==> config.mk <==
export PLATFORM = sky130hd
export DESIGN_NAME = issue_width_limiter
export DESIGN_NICKNAME = d
export VERILOG_FILES = /design/src/rtl/iwl_pkg.sv /design/src/rtl/iwl_limit_sel.sv /design/src/rtl/iwl_take_chain.sv /design/src/rtl/iwl_unit_bank.sv /design/src/rtl/issue_width_limiter.sv
export SDC_FILE = /design/constraint.sdc
export NUM_CORES = 1
export LEC_CHECK = 0
export BUFFER_PORTS_ARGS = -buffer_cell sky130_fd_sc_hd__buf_4
export CAP_MARGIN = 5
export CORE_UTILIZATION = 40
export CTS_CLUSTER_SIZE = 8
export DETAILED_ROUTE_END_ITERATION = 8
export PLACE_DENSITY = 0.82
export SYNTH_ARGS = -nofsm -noshare
export SYNTH_HDL_FRONTEND = slang
export SYNTH_HIERARCHICAL = 1
export SYNTH_SLANG_ARGS = --single-unit
==> constraint.sdc <==
create_clock -name clk -period 3.7 [get_ports clk]
set_input_delay 0.555 -clock clk [delete_from_list [all_inputs] [get_ports clk]]
set_output_delay 0.555 -clock clk [all_outputs]
set_load 0.005 [all_outputs]
==> src/rtl/iwl_pkg.sv <==
package iwl_pkg;
  localparam int RATE_W = 2;

  // Rate tag code to number of slots: code + 1.
  function automatic int unsigned rate_width(input logic [RATE_W-1:0] code);
    return int'(code) + 1;
  endfunction
endpackage

==> src/rtl/iwl_limit_sel.sv <==
module iwl_limit_sel
  import iwl_pkg::*;
#(
  parameter int NUM_SLOTS = 4,
  localparam int CNT_W = $clog2(NUM_SLOTS + 1)
) (
  input  logic              throttle,
  input  logic [RATE_W-1:0] head_rate,
  output logic [CNT_W-1:0]  limit
);
  logic [CNT_W-1:0] lim_full;
  logic [CNT_W-1:0] lim_tag;

  always_comb begin
    lim_full = CNT_W'(NUM_SLOTS);
    lim_tag  = CNT_W'(rate_width(head_rate));
    if (throttle && (lim_tag < lim_full)) limit = lim_tag;
    else                                  limit = lim_full;
  end
endmodule

==> src/rtl/iwl_take_chain.sv <==
module iwl_take_chain #(
  parameter int NUM_SLOTS = 4,
  localparam int CNT_W = $clog2(NUM_SLOTS + 1)
) (
  input  logic                 enable,
  input  logic [NUM_SLOTS-1:0] valid,
  input  logic [NUM_SLOTS-1:0] dep,
  input  logic [CNT_W-1:0]     limit,
  output logic [NUM_SLOTS-1:0] take
);
  logic [NUM_SLOTS:0] run;
  assign run[0] = enable;

  for (genvar gi = 0; gi < NUM_SLOTS; gi++) begin : g_slot
    logic dep_ok;
    if (gi == 0) begin : g_head
      assign dep_ok = 1'b1;
    end else begin : g_tail
      assign dep_ok = ~dep[gi];
    end
    assign run[gi+1] = run[gi] & valid[gi] & dep_ok & (CNT_W'(gi) < limit);
    assign take[gi]  = run[gi+1];
  end
endmodule

==> src/rtl/iwl_unit_bank.sv <==
module iwl_unit_bank #(
  parameter int NUM_SLOTS = 4,
  parameter int OPND_W    = 16
) (
  input  logic                        clk,
  input  logic                        rst,
  input  logic [NUM_SLOTS-1:0]        load,
  input  logic [OPND_W*NUM_SLOTS-1:0] din,
  output logic [OPND_W*NUM_SLOTS-1:0] dout
);
  for (genvar gu = 0; gu < NUM_SLOTS; gu++) begin : g_unit
    logic [OPND_W-1:0] q;

    always_ff @(posedge clk) begin
      if (rst)           q <= '0;
      else if (load[gu]) q <= din[OPND_W*gu +: OPND_W];
    end
    assign dout[OPND_W*gu +: OPND_W] = q;

    // an idle unit keeps its operand
    assert_hold_R9: assert property (@(posedge clk) disable iff (rst)
      !load[gu] |=> $stable(dout[OPND_W*gu +: OPND_W]));
  end
endmodule

==> src/rtl/issue_width_limiter.sv <==
module issue_width_limiter
  import iwl_pkg::*;
#(
  parameter int NUM_SLOTS = 4,
  parameter int OPND_W    = 16,
  localparam int CNT_W    = $clog2(NUM_SLOTS + 1)
) (
  input  logic                        clk,
  input  logic                        rst,
  input  logic                        over_temp,
  input  logic [NUM_SLOTS-1:0]        win_valid,
  input  logic [NUM_SLOTS-1:0]        win_dep,
  input  logic [RATE_W*NUM_SLOTS-1:0] win_rate,
  input  logic [OPND_W*NUM_SLOTS-1:0] win_opnd,
  output logic [NUM_SLOTS-1:0]        slot_take,
  output logic [NUM_SLOTS-1:0]        issue_mask,
  output logic [CNT_W-1:0]            issue_cnt,
  output logic [OPND_W*NUM_SLOTS-1:0] unit_opnd
);
  logic             thr_q;
  logic [CNT_W-1:0] limit;
  logic [CNT_W-1:0] take_cnt;

  iwl_limit_sel #(.NUM_SLOTS(NUM_SLOTS)) u_limit (
    .throttle  (thr_q),
    .head_rate (win_rate[RATE_W-1:0]),
    .limit     (limit)
  );

  iwl_take_chain #(.NUM_SLOTS(NUM_SLOTS)) u_chain (
    .enable (~rst),
    .valid  (win_valid),
    .dep    (win_dep),
    .limit  (limit),
    .take   (slot_take)
  );

  iwl_unit_bank #(.NUM_SLOTS(NUM_SLOTS), .OPND_W(OPND_W)) u_units (
    .clk  (clk),
    .rst  (rst),
    .load (slot_take),
    .din  (win_opnd),
    .dout (unit_opnd)
  );

  always_comb begin
    take_cnt = '0;
    for (int i = 0; i < NUM_SLOTS; i++) take_cnt = take_cnt + CNT_W'(slot_take[i]);
  end

  always_ff @(posedge clk) begin
    if (rst) begin
      thr_q      <= 1'b0;
      issue_mask <= '0;
      issue_cnt  <= '0;
    end else begin
      thr_q      <= over_temp;
      issue_mask <= slot_take;
      issue_cnt  <= take_cnt;
    end
  end

  // registered outputs are cleared by reset
  assert_reset_clear_R1: assert property (@(posedge clk)
    $past(rst) |-> (issue_mask == '0 && issue_cnt == '0));

  // with the throttle off, a clean full window is taken whole
  assert_cool_full_R2: assert property (@(posedge clk) disable iff (rst)
    (!thr_q && (&win_valid) && (win_dep[NUM_SLOTS-1:1] == '0)) |-> (&slot_take));

  // with the throttle on, the group never exceeds the head tag
  assert_throttle_cap_R3: assert property (@(posedge clk) disable iff (rst)
    thr_q |-> ($countones(slot_take) <= (int'(win_rate[RATE_W-1:0]) + 1)));

  // the registered mask is a contiguous run from slot 0
  assert_prefix_R5: assert property (@(posedge clk) disable iff (rst)
    ((NUM_SLOTS'(issue_mask + NUM_SLOTS'(1)) & issue_mask) == '0));

  // count agrees with the mask
  assert_cnt_match_R7: assert property (@(posedge clk) disable iff (rst)
    (int'(issue_cnt) == $countones(issue_mask)));

  for (genvar gd = 1; gd < NUM_SLOTS; gd++) begin : g_dep_chk
    // a dependent slot is never taken
    assert_dep_stop_R6: assert property (@(posedge clk) disable iff (rst)
      win_dep[gd] |-> !slot_take[gd]);
  end
endmodule

==> out/metrics.cfg, run 1 <==
[clocking]
cts_tree=yes
postCtsHoldBufs=0
ctsResizeCount=0
clockBufferDepth=2
post_cts_buffers=0
root_buffer=clkbuf_8
numCtsBuffers=9
htreeDepth=3
clock_latency_ns=0.32
clock-sinks=72
clkTransAtPathRegs_ns=0.08

[status]
violations=DRC
run_status=finished, violations left

[placed_design]
gp_congestion=0.710
dpl.hpwl_mm=4.48
place_area_um2=3820
post-place-ws_ns=0.473
io_buffers=150
dp_cells=460

[power_and_ir_drop]
power_frac_comb_pct=9.9
power_density_nw_per_um2=370
p_clk_share_pct=36.1
netSwitchingFraction_pct=22.7
p_total_mw=1.48
vdd_drop_max_v=0.000184
p_sw_mw=0.335
internal-power_mw=1.14
pwr-share-seq_pct=54.0
p_leak_nw=1.80

[timing]
hold_viol_final=0
setup_viol=0
rsz0062_at_grt=false
finalMaxSlewViolations=0
holdWs_ns=0.436
skew_ns=0.00838
worst_pin_slew_ns=0.704
timing.fmax_ghz=0.346
fin_setup_tns_ns=0
fin_ws_ns=0.813
period_share_pct=78.0
max-slew-margin-rel_pct=53.1
period_minus_slack_ns=2.89

[synthesis]
yosysWarnings=6
yosysUniqueCellTypes=21
synth_seq_area_share_pct=53.2
yosys_register_bits=72
synth_cells=244
syn_avg_cell_area_um2=11.1
synth_nets=331
synthMuxAreaShare_pct=23.6
synth_compound_area_share_pct=1.06
synth_adder_area_share_pct=2.12
syn_area_um2=2710
synth_top_family_by_area=multiplexers
synth_xor_area_share_pct=0
synthSimpleGateAreaFrac_pct=13.2

[floorplan]
rows=29
ios=158
die_h_um=84.3
initial_core_util_pct=41.9
die_w_um=84.3
coreArea_um2=6460
die-area_um2=7100

[worst_hold_path]
hp-class=input pin to flip-flop
hold_depth=2

[drt]
wl_per_cell_um=13.0
drtPass1Iterations=6
wirelength_mm=6.20
antenna_left=0
route.detailed.drc=20
routed-via-count=2221
drt_iter0_drc=60
avgViaCountPerCell=4.67

[global_routing]
antenna_found_initial=0
grt.overflow.total=0
grt_pass1_wl_mm=9.92
grt_pass1_vias=2196
grt_max_degree=73
track_usage_pct=17.6

[critical_path]
ff2ff_path_depth=8
r2r_slack_ns=1.10
start_kind=input pin
cp_max_fo=19
critPathCaptureType=flip-flop
cp_data_arrival_time_ns=3.07
cp.required_ns=3.88
critPathKind=input pin to flip-flop

[cells_and_area]
fin_util_pct=61.8
final_area_um2=3990
layout_common_cells=154 x buf_4, 72 x dfxtp_1, 64 x mux2i_1, 64 x nor2_1, 10 x clkbuf_8
syn_to_final_growth_pct=47.4
final_common_cell=buf_4
n_antenna_cell=0
final_net_count=481
drive_above_1_share_pct=43.9
fin_cells=476

[run]
cap_violations=0

==> cell type report <==
type | count | area, µm²
well taps | 77 | 96.3
flip-flops and latches | 72 | 1440
inverters | 6 | 22.5
clock inverters | 5 | 32.5
repair buffers | 154 | 1160
fillers | 566 | 2460
clock buffers | 11 | 141
multi-input cells | 151 | 1100
==> metal layers <==
metal  GRT usage [%]  wire length [µm]  up-vias
met2            31.2              3100       99
met5               0                 0        -
met3            5.60               519       15
met1            19.2              2440     1007
li1                -                 -     1100
met4            8.15               131        0
==> synthesized netlist by cell type <==
| cell type | n | area (µm²) |
|---|---|---|
| nor3_1 | 1 | 5.00 |
| buf_6 | 4 | 45.0 |
| nand2b_1 | 1 | 6.26 |
| nor3b_1 | 1 | 7.51 |
| buf_2 | 7 | 35.0 |
| fa_1 | 1 | 20.0 |
| nor3b_2 | 1 | 12.5 |
| ha_1 | 3 | 37.5 |
| dfxtp_1 | 72 | 1440 |
| nor4_2 | 1 | 12.5 |
| o211ai_2 | 1 | 12.5 |
| a21oi_1 | 1 | 5.00 |
| inv_1 | 6 | 22.5 |
| and3b_1 | 1 | 8.76 |
| nor2_1 | 64 | 240 |
| nand2_1 | 1 | 3.75 |
| nor2b_1 | 8 | 50.1 |
| o311a_2 | 1 | 11.3 |
| nand4bb_1 | 1 | 11.3 |
| buf_12 | 4 | 80.1 |
| mux2i_1 | 64 | 641 |
==> path summary, 6_finish.rpt <==
check	start	end
setup / recovery	win_rate[0]	issue_cnt[1]$_SDFF_PP0_
hold / removal	over_temp	thr_q$_SDFF_PP0_
setup reg to reg	thr_q$_SDFF_PP0_	issue_cnt[1]$_SDFF_PP0_
hold reg to reg	u_units/g_unit[0].q[12]$_SDFFE_PP0P_	u_units/g_unit[0].q[12]$_SDFFE_PP0P_
==> flip-flops by register name, indices dropped and copies added (netlist names) <==
name and flops:
thr_q 1, u_units/g_unit.q 64, issue_cnt 3, issue_mask 4
==> cell families (layout without fill, tap and decap cells) <==
| logic type | count (synthesis) | count (layout) |
|---|---|---|
| and+or+nand+nor | 80 | 80 |
| DFF | 72 | 72 |
| muxes | 64 | 64 |
| buffers and inverters | 21 | 176 |
| adders and majority gates | 4 | 4 |
| AOI/OAI and AO/OA | 3 | 3 |
==> power groups by stage <==
stage               sequential [mW]  clock [mW]  combinational, mW
detailed placement            0.815           0              0.148
floorplan                     0.816           0             0.0560
global placement              0.814           0              0.144
CTS                           0.797       0.558              0.148
finish                        0.797       0.533              0.146
global route                  0.799       0.591              0.159
==> worst max-delay path: stages <==
cell and delay [ns]:
buf_4 0.12, ha_1 0.22, and3b_1 0.28, o311a_2 0.58, inv_1 0.14, fa_1 0.56, inv_1 0.04, ha_1 0.17
ha_1 0.26, nor2b_1 0.13
Power figures use the tool's default switching activity.
==> run 2, diff against run 1 <==
Clock period 3.7 ns to 2.76 ns, I/O delays scaled along.
==> out/metrics.cfg, run 2 (synthesis results as in run 1) <==
[status]
violations=DRC
run_status=finished, violations left

[power_and_ir_drop]
p_total_mw=1.96  ; +33%
vdd_drop_max_v=0.000293  ; +59%
power_density_nw_per_um2=489  ; +32%
p_leak_nw=1.81  ; +0.26%

[critical_path]
start_kind=input pin
cp.required_ns=2.94  ; -0.94 ns
cp_data_arrival_time_ns=2.64  ; -0.43 ns
critPathCaptureType=flip-flop
critPathKind=input pin to flip-flop
cp_max_fo=3  ; -16

[timing]
fin_ws_ns=0.301  ; -0.511 ns
setup_viol=0  ; unchanged
fin_setup_tns_ns=0  ; unchanged
timing.fmax_ghz=0.407
finalMaxSlewViolations=0  ; unchanged
rsz0062_at_grt=false
period_minus_slack_ns=2.46
max-slew-margin-rel_pct=51.7  ; -1.4 points
holdWs_ns=0.311  ; -0.126 ns
skew_ns=0.00484  ; -0.00354 ns
period_share_pct=89.1
hold_viol_final=0  ; unchanged
worst_pin_slew_ns=0.725  ; +0.0213 ns

[drt]
drtPass1Iterations=6  ; unchanged
drt_iter0_drc=83  ; +38%
wirelength_mm=6.06  ; -2.1%
avgViaCountPerCell=4.56  ; -2.2%
routed-via-count=2177  ; -2.0%
antenna_left=0  ; unchanged
route.detailed.drc=20  ; unchanged
wl_per_cell_um=12.7  ; -2.4%

[floorplan]
die-area_um2=7100  ; unchanged
die_h_um=84.3  ; unchanged
initial_core_util_pct=41.9  ; unchanged
ios=158  ; unchanged
die_w_um=84.3  ; unchanged
coreArea_um2=6460  ; unchanged
rows=29  ; unchanged

[cells_and_area]
layout_common_cells=154 x buf_4, 72 x dfxtp_1, 64 x mux2i_1, 64 x nor2_1, 10 x clkbuf_8
syn_to_final_growth_pct=47.9
drive_above_1_share_pct=43.8  ; -0.11 points
fill_cells=555  ; -1.9%
final_area_um2=4010  ; +0.28%
top_regs=u_units/g_unit.q (64), issue_mask (4), issue_cnt (3)
final_common_cell=buf_4
n_antenna_cell=0  ; unchanged
regMostFlops=u_units/g_unit.q
fin_util_pct=62.0  ; +0.17 points
final_net_count=482  ; +0.21%
largest_reg_flops=64  ; unchanged
fin_cells=477  ; +0.21%

[clocking]
clock-sinks=72  ; unchanged
root_buffer=clkbuf_8
numCtsBuffers=9  ; unchanged
post_cts_buffers=0  ; unchanged
postCtsHoldBufs=0  ; unchanged
ctsResizeCount=0  ; unchanged
cts_tree=yes
htreeDepth=3  ; unchanged
clockBufferDepth=2  ; unchanged
clock_latency_ns=0.32  ; about the same
clkTransAtPathRegs_ns=0.07  ; about the same

[worst_hold_path]
hp-class=input pin to flip-flop

[placed_design]
dp_cells=461  ; +0.22%
dpl.hpwl_mm=4.40  ; -1.8%
place_area_um2=3840  ; +0.52%
io_buffers=150  ; unchanged
gp_congestion=0.737  ; +3.8%
post-place-ws_ns=-0.0461  ; -0.519 ns

[global_routing]
grt.overflow.total=0  ; unchanged
antenna_found_initial=0  ; unchanged
track_usage_pct=16.8  ; -0.81 points
grt_pass1_wl_mm=9.52  ; -4.0%
grt_max_degree=73  ; unchanged
grt_pass1_vias=2170  ; -1.2%

[run]
cap_violations=0  ; unchanged

## run 2: final timing paths
path	endpoint	slack, ns	depth (start not counted)	startpoint
max	issue_cnt[1]$_SDFF_PP0_	0.30	11	win_rate[0]
min	thr_q$_SDFF_PP0_	0.31	2	over_temp
max reg2reg	issue_cnt[1]$_SDFF_PP0_	0.45	9	thr_q$_SDFF_PP0_
min reg2reg	u_units/g_unit[3].q[0]$_SDFFE_PP0P_	0.49	2	u_units/g_unit[3].q[0]$_SDFFE_PP0P_
## run 2: power by group
group	internal [mW]	switching, mW
clock	0.345	0.346
sequential	1.06	0.00967
combinational	0.122	0.0746
## run 2: layout make-up
cell class / count / area (µm²) / share of cell area, %
Clock inverter: 4 / 20.0 / 0.500
Clock buffer: 12 / 145 / 3.62
Timing Repair Buffer: 155 / 1180 / 29.4
Sequential cell: 72 / 1440 / 36.0
Tap cell: 77 / 96.3 / 2.41
Inverter: 6 / 22.5 / 0.562
Multi-Input combinational cell: 151 / 1100 / 27.6
## run 2: per-layer routing
metal  global-route usage, %  up-vias  wire length, µm
met5                       0        -                0
met4                    6.58        0               82
met3                    5.21        9              454
met2                    30.7       89             3020
met1                    18.1      977             2500
li1                        -     1102                -
## run 2: critical path, stage by stage
cell	delay, ns
buf_4	0.12
ha_1	0.23
and3b_1	0.28
o211ai_2	0.15
nor4_4	0.29
inv_1	0.08
fa_1	0.48
inv_1	0.04
ha_1	0.17
ha_1	0.26
nor2b_1	0.12
